===== config.mk =====
export PLATFORM = sky130hd
export DESIGN_NAME = rg_handover_ctrl
export DESIGN_NICKNAME = d
export VERILOG_FILES = /design/src/rtl/rg_pkg.sv /design/src/rtl/rg_line_sampler.sv /design/src/rtl/rg_prio_pick.sv /design/src/rtl/rg_grant_gate.sv /design/src/rtl/rg_exchange_fsm.sv /design/src/rtl/rg_handover_ctrl.sv
export SDC_FILE = /design/constraint.sdc
export NUM_CORES = 1
export LEC_CHECK = 0
export BUFFER_PORTS_ARGS = -buffer_cell sky130_fd_sc_hd__buf_2
export CELL_PAD_IN_SITES_DETAIL_PLACEMENT = 1
export CELL_PAD_IN_SITES_GLOBAL_PLACEMENT = 1
export CORE_MARGIN = 5
export CORE_UTILIZATION = 34
export CTS_BUF_LIST = sky130_fd_sc_hd__clkbuf_4 sky130_fd_sc_hd__clkbuf_8
export CTS_CLUSTER_DIAMETER = 80
export DETAILED_ROUTE_END_ITERATION = 10
export PLACE_DENSITY = 0.75
export SLEW_MARGIN = 20
export SYNTH_ARGS = -nofsm -noshare
export SYNTH_HDL_FRONTEND = slang
export SYNTH_SLANG_ARGS = --single-unit
export TNS_END_PERCENT = 10

===== constraint.sdc =====
create_clock -name clk -period 1.81 [get_ports clk]
set_input_delay 0 -clock clk [delete_from_list [all_inputs] [get_ports clk]]
set_output_delay 0 -clock clk [all_outputs]
set_load 0.05 [all_outputs]

===== src/rtl/rg_pkg.sv =====
package rg_pkg;

    // Bus cycle phase as seen by the handover controller
    typedef enum logic [2:0] {
        PH_IDLE = 3'd0,
        PH_T1   = 3'd1,
        PH_T2   = 3'd2,
        PH_T3   = 3'd3,
        PH_T4   = 3'd4
    } bus_phase_e;

    // Exchange progress: bus owned, request waiting, bus lent, reclaim gap
    typedef enum logic [1:0] {
        XS_OWN  = 2'd0,
        XS_WAIT = 2'd1,
        XS_LENT = 2'd2,
        XS_BACK = 2'd3
    } xchg_state_e;

    // Snapshot of the running bus cycle
    typedef struct packed {
        bus_phase_e phase;
        logic       odd_low;
        logic       inta_first;
        logic       locked;
    } cyc_info_t;

    // A request seen in these phases still qualifies for this cycle's T4
    function automatic logic req_in_time(bus_phase_e p);
        return (p == PH_IDLE) || (p == PH_T1) || (p == PH_T2);
    endfunction

    // Phases in which the bus can never be handed over
    function automatic logic mid_cycle(bus_phase_e p);
        return (p == PH_T1) || (p == PH_T2) || (p == PH_T3);
    endfunction

endpackage


===== src/rtl/rg_line_sampler.sv =====
module rg_line_sampler
    import rg_pkg::*;
#(
    parameter int CHANNELS = 2
) (
    input  logic                clk,
    input  logic                rst,
    input  logic [CHANNELS-1:0] line_i,
    input  logic [CHANNELS-1:0] own_pull_i,
    output logic [CHANNELS-1:0] pulse_o
);

    // Per line: a pulse is a low level after a high one, never while the
    // controller itself pulls the line.
    for (genvar c = 0; c < CHANNELS; c++) begin : g_line
        logic seen_high_q;

        always_ff @(posedge clk) begin
            if (rst) begin
                seen_high_q <= 1'b1;
            end else begin
                seen_high_q <= own_pull_i[c] | line_i[c];
            end
        end

        assign pulse_o[c] = seen_high_q & ~line_i[c] & ~own_pull_i[c];
    end

endmodule


===== src/rtl/rg_prio_pick.sv =====
module rg_prio_pick #(
    parameter int CHANNELS = 2
) (
    input  logic [CHANNELS-1:0] req_i,
    output logic [CHANNELS-1:0] pick_o
);

    // Lowest index wins; scanning downward lets it overwrite higher ones
    always_comb begin
        pick_o = '0;
        for (int i = CHANNELS - 1; i >= 0; i--) begin
            if (req_i[i]) begin
                pick_o    = '0;
                pick_o[i] = 1'b1;
            end
        end
    end

endmodule


===== src/rtl/rg_grant_gate.sv =====
module rg_grant_gate
    import rg_pkg::*;
(
    input  logic      clk,
    input  logic      rst,
    input  cyc_info_t info_i,
    input  logic      latch_i,
    input  logic      waiting_i,
    output logic      eligible_o
);

    logic in_time_q;

    // Remember whether the waiting request predates T3 of the current cycle.
    // A fresh T1 while waiting means the request came before this cycle.
    always_ff @(posedge clk) begin
        if (rst) begin
            in_time_q <= 1'b0;
        end else if (latch_i) begin
            in_time_q <= req_in_time(info_i.phase);
        end else if (waiting_i && info_i.phase == PH_T1) begin
            in_time_q <= 1'b1;
        end
    end

    logic idle_ok;
    logic t4_ok;

    always_comb begin
        idle_ok    = (info_i.phase == PH_IDLE);
        t4_ok      = (info_i.phase == PH_T4) && in_time_q &&
                     !info_i.odd_low && !info_i.inta_first;
        eligible_o = waiting_i && !info_i.locked && (idle_ok || t4_ok);
    end

    p_no_mid_cycle_grant_r4: assert property (@(posedge clk) disable iff (rst)
        mid_cycle(info_i.phase) |-> !eligible_o);

    p_no_grant_when_locked_r4: assert property (@(posedge clk) disable iff (rst)
        info_i.locked |-> !eligible_o);

endmodule


===== src/rtl/rg_exchange_fsm.sv =====
module rg_exchange_fsm
    import rg_pkg::*;
#(
    parameter int CHANNELS = 2
) (
    input  logic                clk,
    input  logic                rst,
    input  logic [CHANNELS-1:0] pulse_i,
    input  logic [CHANNELS-1:0] pick_i,
    input  logic                eligible_i,
    input  logic                pend_i,
    output logic                latch_o,
    output logic                waiting_o,
    output logic [CHANNELS-1:0] pull_o,
    output logic                float_o,
    output logic                holdoff_o,
    output logic                resume_o
);

    xchg_state_e         state_q, state_d;
    logic [CHANNELS-1:0] owner_q;
    logic                release_seen;

    assign release_seen = (state_q == XS_LENT) && ((pulse_i & owner_q) != '0);
    assign latch_o      = (state_q == XS_OWN) && (pulse_i != '0);
    assign waiting_o    = (state_q == XS_WAIT);

    always_comb begin
        state_d = state_q;
        unique case (state_q)
            XS_OWN:  if (latch_o)      state_d = XS_WAIT;
            XS_WAIT: if (eligible_i)   state_d = XS_LENT;
            XS_LENT: if (release_seen) state_d = XS_BACK;
            XS_BACK:                   state_d = XS_OWN;
            default:                   state_d = XS_OWN;
        endcase
    end

    always_ff @(posedge clk) begin
        if (rst) begin
            state_q <= XS_OWN;
            owner_q <= '0;
        end else begin
            state_q <= state_d;
            if (latch_o) begin
                owner_q <= pick_i;
            end
        end
    end

    always_comb begin
        pull_o    = (waiting_o && eligible_i) ? owner_q : '0;
        float_o   = (state_q == XS_LENT);
        holdoff_o = float_o || (waiting_o && eligible_i);
        resume_o  = (state_q == XS_BACK) && pend_i;
    end

    p_grant_one_clock_r1: assert property (@(posedge clk) disable iff (rst)
        (pull_o != '0) |=> (pull_o == '0));

    p_single_line_pulled_r1: assert property (@(posedge clk) disable iff (rst)
        $onehot0(pull_o));

    p_owner_single_r2: assert property (@(posedge clk) disable iff (rst)
        (state_q != XS_OWN) |-> $onehot(owner_q));

    p_lent_until_release_r6: assert property (@(posedge clk) disable iff (rst)
        (float_o && !release_seen) |=> float_o);

    p_reclaim_after_release_r7: assert property (@(posedge clk) disable iff (rst)
        release_seen |=> (!float_o && !holdoff_o));

    p_gap_clock_r8: assert property (@(posedge clk) disable iff (rst)
        release_seen |=> ##1 (state_q == XS_OWN));

endmodule


===== src/rtl/rg_handover_ctrl.sv =====
module rg_handover_ctrl
    import rg_pkg::*;
#(
    parameter int CHANNELS = 2
) (
    input  logic                clk,
    input  logic                rst,
    input  logic [2:0]          bus_phase_i,
    input  logic                odd_low_i,
    input  logic                inta_first_i,
    input  logic                lock_i,
    input  logic                pend_i,
    input  logic [CHANNELS-1:0] rg_line_i,
    output logic [CHANNELS-1:0] rg_pull_o,
    output logic                float_o,
    output logic                holdoff_o,
    output logic                resume_t4_o
);

    cyc_info_t           info;
    logic [CHANNELS-1:0] pulse;
    logic [CHANNELS-1:0] pick;
    logic                eligible;
    logic                latch;
    logic                waiting;

    always_comb begin
        info.phase      = bus_phase_e'(bus_phase_i);
        info.odd_low    = odd_low_i;
        info.inta_first = inta_first_i;
        info.locked     = lock_i;
    end

    rg_line_sampler #(.CHANNELS(CHANNELS)) u_sampler (
        .clk        (clk),
        .rst        (rst),
        .line_i     (rg_line_i),
        .own_pull_i (rg_pull_o),
        .pulse_o    (pulse)
    );

    rg_prio_pick #(.CHANNELS(CHANNELS)) u_pick (
        .req_i  (pulse),
        .pick_o (pick)
    );

    rg_grant_gate u_gate (
        .clk        (clk),
        .rst        (rst),
        .info_i     (info),
        .latch_i    (latch),
        .waiting_i  (waiting),
        .eligible_o (eligible)
    );

    rg_exchange_fsm #(.CHANNELS(CHANNELS)) u_fsm (
        .clk        (clk),
        .rst        (rst),
        .pulse_i    (pulse),
        .pick_i     (pick),
        .eligible_i (eligible),
        .pend_i     (pend_i),
        .latch_o    (latch),
        .waiting_o  (waiting),
        .pull_o     (rg_pull_o),
        .float_o    (float_o),
        .holdoff_o  (holdoff_o),
        .resume_o   (resume_t4_o)
    );

    p_own_pulse_not_release_r10: assert property (@(posedge clk) disable iff (rst)
        (rg_pull_o != '0) |=> float_o);

    p_own_pull_not_sampled_r10: assert property (@(posedge clk) disable iff (rst)
        (pulse & rg_pull_o) == '0);

    p_resume_only_on_reclaim_r7: assert property (@(posedge clk) disable iff (rst)
        resume_t4_o |-> ($past(float_o) && !float_o));

endmodule


==> flow_summary.json, run 1 <==
{
  "status": "finished, final reports clean",
  "area_growth_syn_to_layout_pct": 37.09,
  "ys_ff_latch": 7,
  "yosysSeqAreaShare": 0.2807,
  "rsz0062_at_grt": "yes",
  "yosys.area_share.simple": 0.2556,
  "synth_nets": 67,
  "diodes": 0,
  "post-route-min-period_ns": 1.762,
  "grtUsageTotal": 0.1364,
  "grt_pass1_wl_um": 2490,
  "finalClockSkew_ns": 0.006693,
  "arrival_ns": 1.90,
  "peakVddDrop_mv": 0.5956,
  "die_width_um": 48.32,
  "synth-xor-area-share": 0,
  "synth_edf_count": 0,
  "power.total_w": 0.0009176,
  "synth_top_area_frac": 0.2807,
  "power_frac_comb": 0.567,
  "clkTransAtPathRegs_ns": 0.06,
  "floorplan.initialDensity": 0.3698,
  "wl_per_cell_um": 15.43,
  "crit_path_max_fanout": 3,
  "clock_latency_ns": 0.26,
  "slew_viol_final": 0,
  "synth.distinct_cells": 30,
  "fin_crit_sh": 0.9733,
  "numPlacedInstances": 82,
  "p_sw_frac": 0.4196,
  "netlist_top_cells_area": "dfxtp_1, ha_1, inv_1",
  "fp.dieH_um": 48.32,
  "internal_power_w": 0.0005325,
  "gp_congestion": 0.7237,
  "num_vias": 483,
  "clock.fmax_mhz": 567.6,
  "muxShareOfSynthArea": 0.04261,
  "first_global_vias": 535,
  "hold_path_class": "input pin to flip-flop",
  "worstSetupStartpoint": "u_fsm.state_q[0]",
  "relSlewSlack": 0.7047,
  "numCtsBuffers": 3,
  "worst_slew_pin_slew_ns": 0.4400,
  "drive_gt1_frac": 0.4805,
  "critPathCaptureType": "flip-flop",
  "path_class": "flip-flop to flip-flop",
  "synth_area_sq_um": 499.2,
  "synth_top_family_by_area": "simple AND/OR/NAND/NOR gates",
  "yosys_warnings": 0,
  "ios": 16,
  "vias_per_cell": 5.250,
  "antenna_found_initial": 0,
  "cts_tree": "built",
  "clock_sinks": 7,
  "grt_max_degree": 11,
  "p_per_area_mw_per_mm2": 1341,
  "worst_setup_path_start_kind": "flip-flop",
  "stdcell_count": 92,
  "clk_path_buf_depth": 2,
  "hold_start": "rst",
  "synth_ff_type": "dfxtp_1",
  "fin_ws_ns": 0.04831,
  "drt-pass1-iter-count": 4,
  "required_ns": 1.95,
  "io_buffers": 15,
  "cts_root_buf": "clkbuf_4",
  "hpwl_um": 1071,
  "hold_viol": 0,
  "whs_ns": 0.04003,
  "syn_avg_cell_area_sq_um": 9.601,
  "power.switching_w": 0.0003851,
  "ant_nets": 0,
  "synthTopCellsByCount": "dfxtp_1, inv_1, ha_1, nor2_1",
  "h-tree-depth": 1,
  "dp_slack_ns": -0.08881,
  "cap_violations": 0,
  "synth_compound_area_frac": 0.2406,
  "yosys.area_share.adder": 0.1003,
  "core-area_sq_mm": 0.001350,
  "pwr-share-clk": 0.178,
  "r2r_start": "u_fsm.state_q[0]",
  "fill_cells": 162,
  "setup_violations": 0,
  "final_nets": 93,
  "power_frac_seq": 0.254,
  "drc_errors": 0,
  "gr-total-overflow": 0,
  "die_area_sq_mm": 0.002335,
  "drt_iter0_drc": 18,
  "synthCells": 52,
  "tns_ns": 0,
  "async_reset_ff_frac": 0,
  "synth_top_area_cell": "dfxtp_1",
  "num_rows": 13,
  "wl_um": 1420,
  "p_leak_nw": 0.3329
}
-- layer usage --
metal	routed length (um)	share of wire	up-vias	track usage
met5	0	0	-	0
met4	34	0.024	0	0.06912
met3	79	0.056	4	0.05199
met2	654	0.46	18	0.2087
met1	652	0.46	224	0.1633
li1	-	-	237	-
-- logic make-up (layout without fill, tap and decap cells) --
family / after synthesis / after routing
muxes: 2 / 2
adders and majority gates: 4 / 4
AOI/OAI and AO/OA: 14 / 14
and+or+nand+nor: 17 / 17
buffers and inverters: 8 / 33
DFF: 7 / 7
-- metrics by stage --
stage / instance area, sq um / utilization
5_1_grt: 684.4 / 0.5070
2_1_floorplan: 499.2 / -
6_report: 684.4 / 0.5070
3_5_place_dp: 586.8 / 0.4347
3_3_place_gp: 586.8 / 0.4347
4_1_cts: 676.9 / 0.5014
-- sequential cells by signal, summed over array words and instances (netlist names) --
register                      cells
u_sampler.g_line.seen_high_q      2
u_fsm.owner_q                     2
u_gate.in_time_q                  1
u_fsm.state_q                     2
-- power by group through the flow --
stage / sequential [W] / combinational, W / clock [W]
2_1_floorplan: 0.000218 / 0.000352 / 0
3_3_place_gp: 0.000227 / 0.000441 / 0
3_5_place_dp: 0.000227 / 0.000454 / 0
4_1_cts: 0.000234 / 0.000518 / 0.000170
5_1_grt: 0.000238 / 0.000573 / 0.000172
6_report: 0.000233 / 0.000521 / 0.000164
-- path summary, 6_finish.rpt --
kind	to	slack [ns]	cells past startpoint
max	u_gate.in_time_q	0.05	6
min	u_fsm.owner_q[1]	0.04	2
max reg2reg	u_gate.in_time_q	0.05	6
min reg2reg	u_fsm.owner_q[1]	0.49	2
-- layout make-up --
type                    count  area (sq um)  area share
flip-flops and latches      7         145.1      0.2121
multi-input cells          37         331.6      0.4845
clock buffers               4         30.03     0.04388
well taps                  15         18.77     0.02742
inverters                   7         26.28     0.03839
repair buffers             22         132.6      0.1938
-- repair_timing --
item / 4_1_cts / 5_1_grt
resized for setup: 6 / 0
endpoints found under the setup margin: 1 / 3
setup buffers: 3 / 1
endpoints found under the hold margin: 2 / 0
pin swaps: 2 / 4
cloned: 0 / 0
hold buffers: 2 / 0
-- critical path, stage by stage (launching register included) --
cell,delay [ns]
dfxtp_4,0.37
ha_4,0.14
nor4b_4,0.24
o211ai_1,0.16
and3_1,0.21
a31oi_1,0.18
mux2_1,0.33
-- cell usage in the layout, fill, tap and decap left out, types with 2 or more instances in the layout --
cell type,count
a211oi_1,2
a21oi_2,2
and2b_2,2
buf_2,15
buf_4,5
clkbuf_4,4
dfxtp_1,5
dlygate4sd3_1,2
ha_1,3
inv_1,6
nor2_1,3
o211ai_1,2
or3_1,2
Power figures use the tool's default switching activity.
==> run 2: changes to the inputs <==
Settings changed: CORE_ASPECT_RATIO from default to 0.9.
==> flow_summary.json, run 2 (synthesis results as in run 1) <==
{
  "fin_ws_ns": -0.03210,
  "rsz0062_at_grt": "yes",
  "num_rows": 13,
  "p_leak_nw": 0.3401,
  "failed_checks": "negative setup slack",
  "diodes": 0,
  "crit_path_max_fanout": 3,
  "p_sw_frac": 0.4243,
  "fill_cells": 165,
  "power_frac_comb": 0.573,
  "numPlacedInstances": 83,
  "clock.fmax_mhz": 542.9,
  "fp.dieH_um": 46.35,
  "p_per_area_mw_per_mm2": 1336,
  "r2r_slack_ns": -0.03,
  "die_area_sq_mm": 0.002336,
  "finalClockSkew_ns": 0.002496,
  "post-route-min-period_ns": 1.842,
  "floorplan.initialDensity": 0.3528,
  "peakVddDrop_mv": 0.5936,
  "utilization": 0.4987,
  "h-tree-depth": 1,
  "clk_path_buf_depth": 2,
  "wl_per_cell_um": 15.00,
  "required_ns": 1.95,
  "worst_slew_pin_slew_ns": 0.3336,
  "power.switching_w": 0.0004001,
  "stdcell_count": 93,
  "status": "complete, but fails checks",
  "path_class": "flip-flop to flip-flop",
  "core-area_sq_mm": 0.001415,
  "antenna_found_initial": 0,
  "io_buffers": 15,
  "final_common_cell": "buf_2",
  "arrival_ns": 1.99,
  "tns_ns": -0.04461,
  "slew_viol_final": 0,
  "ant_nets": 0,
  "ios": 16,
  "hold_path_class": "input pin to flip-flop",
  "grt_pass1_wl_um": 2159,
  "power_frac_seq": 0.256,
  "most-common-layout-cells": "buf_2, buf_4, inv_1, dfxtp_1, clkbuf_4",
  "worst_setup_path_start_kind": "flip-flop",
  "cts_tree": "built",
  "clock_latency_ns": 0.26,
  "vias_per_cell": 5.237,
  "clock_sinks": 7,
  "die_width_um": 50.39,
  "gr-total-overflow": 0,
  "area_growth_syn_to_layout_pct": 41.35,
  "reg.largest.list": "u_fsm.owner_q (2), u_fsm.state_q (2), u_sampler.g_line.seen_high_q (2)",
  "grt_max_degree": 11,
  "clkTransAtPathRegs_ns": 0.05,
  "first_global_vias": 466,
  "wl_um": 1395,
  "fin_crit_sh": 1.018,
  "setup_violations": 2,
  "final_nets": 94,
  "whs_ns": 0.06202,
  "grtUsageTotal": 0.1256,
  "numCtsBuffers": 3,
  "hpwl_um": 964.4,
  "drt_iter0_drc": 4,
  "num_vias": 487,
  "drc_errors": 0,
  "drt-pass1-iter-count": 4,
  "drive_gt1_frac": 0.5128,
  "multi_input_area_sq_um": 340.3,
  "critPathCaptureType": "flip-flop",
  "ff_latch_area_sq_um": 145.1,
  "internal_power_w": 0.0005428,
  "relSlewSlack": 0.7766,
  "pwr-share-clk": 0.171,
  "cap_violations": 0,
  "hold_viol": 0,
  "gp_congestion": 0.7728,
  "cts_root_buf": "clkbuf_4"
}
run 2: power by group through the flow:
| stage | Sequential, W | Clock [W] | Combinational, W |
|---|---|---|---|
| floorplan | 0.000218 | 0 | 0.000352 |
| global placement | 0.000226 | 0 | 0.000449 |
| detailed placement | 0.000228 | 0 | 0.000454 |
| CTS | 0.000225 | 0.000163 | 0.000474 |
| global route | 0.000248 | 0.000171 | 0.000586 |
| finish | 0.000242 | 0.000161 | 0.000540 |
run 2: cell type report:
| class | instances | area share |
|---|---|---|
| repair buffers | 23 | 0.2021 |
| flip-flops and latches | 7 | 0.2057 |
| inverters | 7 | 0.04078 |
| multi-input cells | 37 | 0.4823 |
| well taps | 15 | 0.02660 |
| clock buffers | 4 | 0.04255 |
run 2: path summary, 6_finish.rpt:
kind                     from          endpoint  cells past startpoint
max          u_fsm.state_q[1]  u_fsm.state_q[1]                      8
min                       rst  u_fsm.owner_q[0]                      2
max reg2reg  u_fsm.state_q[1]  u_fsm.state_q[1]                      8
min reg2reg  u_fsm.owner_q[1]  u_fsm.owner_q[1]                      2
run 2: per-stage QoR:
step                instance area [sq um]  total power (W)  setup WS, ns
floorplan                           499.2        0.0005705       0.01669
global placement                    594.3        0.0006750       0.03039
detailed placement                  594.3        0.0006819      -0.02465
CTS                                 659.4        0.0008623     0.0005103
global route                        705.7         0.001005       -0.1795
finish                              705.7        0.0009429      -0.03210
run 2: worst max-delay path, cell delays in order (launching register included):
cell and delay (ns):
dfxtp_4 0.35, inv_4 0.06, ha_4 0.12, nor4b_4 0.26, o211ai_1 0.22, a221oi_2 0.38
a21oi_2 0.09, buf_4 0.15, mux2i_1 0.10
run 2: what timing repair did:
item                       4_1_cts  5_1_grt
setup buffers                    2        2
hold endpoints to repair         2        0
pin swaps                        2        5
setup endpoints to repair        1        6
hold buffers                     2        0
gates resized for setup          0       11
run 2: per-layer routing:
metal,routed length (um),share of wire,vias to the layer above,global-route usage
li1,-,-,239,-
met4,12,0.0086,0,0.04592
met1,625,0.45,226,0.1657
met2,632,0.45,18,0.1754
met3,125,0.090,4,0.06149
met5,0,0,-,0
==> run 3: changes to the inputs <==
Settings changed: SKIP_LAST_GASP from default to 1.
==> flow_summary.json, run 3 (synthesis results as in run 1) <==
{
  "hold_viol": 0,
  "critPathCaptureType": "flip-flop",
  "rsz0062_at_grt": "yes",
  "worst_path_max_delay_cell": "a221oi_2",
  "diodes": 0,
  "reg.largest.list": "u_fsm.owner_q (2), u_fsm.state_q (2), u_sampler.g_line.seen_high_q (2)",
  "dp_slack_ns": -0.02465,
  "timing.rr.end": "u_fsm.state_q[1]",
  "wl_um": 1394,
  "ant_nets": 0,
  "power.total_w": 0.0009428,
  "path_buf_inv": 2,
  "grt_max_degree": 11,
  "ios": 16,
  "drc_errors": 0,
  "cts_tree": "built",
  "clkTransAtPathRegs_ns": 0.05,
  "final_nets": 94,
  "antenna_found_initial": 0,
  "hold_path_class": "input pin to flip-flop",
  "io_buffers": 15,
  "worst_slew_pin_slew_ns": 0.3336,
  "drt-pass1-iter-count": 4,
  "slew_viol_final": 0,
  "cap_violations": 0,
  "h-tree-depth": 1,
  "path_delay_family": "compound AO/OA/AOI/OAI gates",
  "p_per_area_mw_per_mm2": 1341,
  "gr-total-overflow": 0,
  "die_area_sq_mm": 0.002336,
  "cp_slowest_stage_delay_ns": 0.38,
  "hpwl_um": 964.4,
  "clk_path_buf_depth": 2,
  "vias_per_cell": 5.237,
  "setup_violations": 2,
  "first_global_vias": 466,
  "r2r_cells": 8,
  "most-common-layout-cells": "buf_2, inv_1, buf_4, dfxtp_1, clkbuf_4",
  "num_vias": 487,
  "grtUsageTotal": 0.1256,
  "drive_gt1_frac": 0.5128,
  "fp.dieH_um": 46.35,
  "num_rows": 13,
  "r2r_start": "u_fsm.state_q[1]",
  "wl_per_cell_um": 14.99,
  "p_leak_nw": 0.3403,
  "clock_latency_ns": 0.26,
  "grt_pass1_wl_um": 2159,
  "final_common_cell": "buf_2",
  "fin_ws_ns": -0.03210,
  "r2r_slack_ns": -0.03,
  "holdPathStages": 2,
  "hold_start": "rst",
  "numCtsBuffers": 3,
  "status": "complete, but fails checks",
  "worst_setup_path_start_kind": "flip-flop",
  "relSlewSlack": 0.7766,
  "clock.fmax_mhz": 542.9,
  "finalClockSkew_ns": 0.002467,
  "die_width_um": 50.39,
  "crit_path_max_fanout": 3,
  "arrival_ns": 1.99,
  "drt_iter0_drc": 4,
  "core-area_sq_mm": 0.001415,
  "failed_checks": "negative setup slack",
  "clock_sinks": 7,
  "worstPathCellList": "inv_4 -> ha_4 -> nor4b_4 -> o211ai_1 -> a221oi_2 -> a21oi_2 -> buf_4 -> mux2i_1",
  "floorplan.initialDensity": 0.3528,
  "area_growth_syn_to_layout_pct": 40.85,
  "post-route-min-period_ns": 1.842,
  "path_class": "flip-flop to flip-flop",
  "peakVddDrop_mv": 0.5936,
  "cts_root_buf": "clkbuf_4",
  "required_ns": 1.95,
  "fin_crit_sh": 1.018,
  "gp_congestion": 0.7728,
  "tns_ns": -0.04462,
  "min_to": "u_fsm.owner_q[0]"
}
## run 3: cell counts in the layout (fill, tap and decap cells not counted)
No cell type changed its count.
## run 3: through the flow
step / cells / utilization / hold slack (ns) / area, sq um
2_1_floorplan: 52 / - / 0.1036 / 499.2
3_3_place_gp: 83 / 0.4200 / 0.2065 / 594.3
3_5_place_dp: 83 / 0.4200 / 0.2029 / 594.3
4_1_cts: 91 / 0.4660 / 0.06306 / 659.4
5_1_grt: 93 / 0.4969 / 0.1091 / 703.2
6_report: 93 / 0.4969 / 0.06176 / 703.2
## run 3: per-layer routing
| layer | up-vias | track usage | wire length (um) |
|---|---|---|---|
| met5 | - | 0 | 0 |
| met4 | 0 | 0.04592 | 12 |
| li1 | 239 | - | - |
| met3 | 4 | 0.06149 | 125 |
| met1 | 226 | 0.1657 | 624 |
| met2 | 18 | 0.1754 | 631 |
## run 3: repair_timing
item,in CTS,in global routing
cloned,0,0
setup endpoints to repair,1,6
setup buffers,2,2
hold endpoints to repair,2,0
pin swaps,2,5
gates resized for setup,0,9
hold buffers,2,0
## run 3: area by class of cell
cell class / count / area, sq um
timing repair buffer: 23 / 140.1
fill: 165 / 711.9
clock buffer: 4 / 30.03
inverter: 7 / 28.78
sequential: 7 / 145.1
tap: 15 / 18.77
multi-input combinational: 37 / 340.3
## run 3: power by group
group | internal, W | total [W] | switching [W]
sequential | 0.000203 | 0.000242 | 0.0000385
combinational | 0.000240 | 0.000540 | 0.000300
clock | 0.0000993 | 0.000161 | 0.0000615
## run 3: how the worst max path moves through the flow
stage,slack (ns),endpoint,cells after the start,start
final,-0.03,u_fsm.state_q[1],8,u_fsm.state_q[1]
after global routing,-0.18,u_fsm.state_q[0],7,u_fsm.state_q[1]
after CTS,0.0005,u_gate.in_time_q,7,u_fsm.state_q[1]
after detailed placement,-0.02,u_gate.in_time_q,7,u_fsm.state_q[1]
after global placement,0.03,u_fsm.state_q[0],7,u_fsm.state_q[1]
after floorplan,0.02,u_fsm.state_q[0],6,u_fsm.state_q[0]
## run 3: worst reg2reg max path, stage by stage, from the launching register on
cell and delay, ns:
dfxtp_4 0.35, inv_4 0.06, ha_4 0.12, nor4b_4 0.26, o211ai_1 0.22, a221oi_2 0.38, a21oi_2 0.09, buf_4 0.15
mux2i_1 0.10
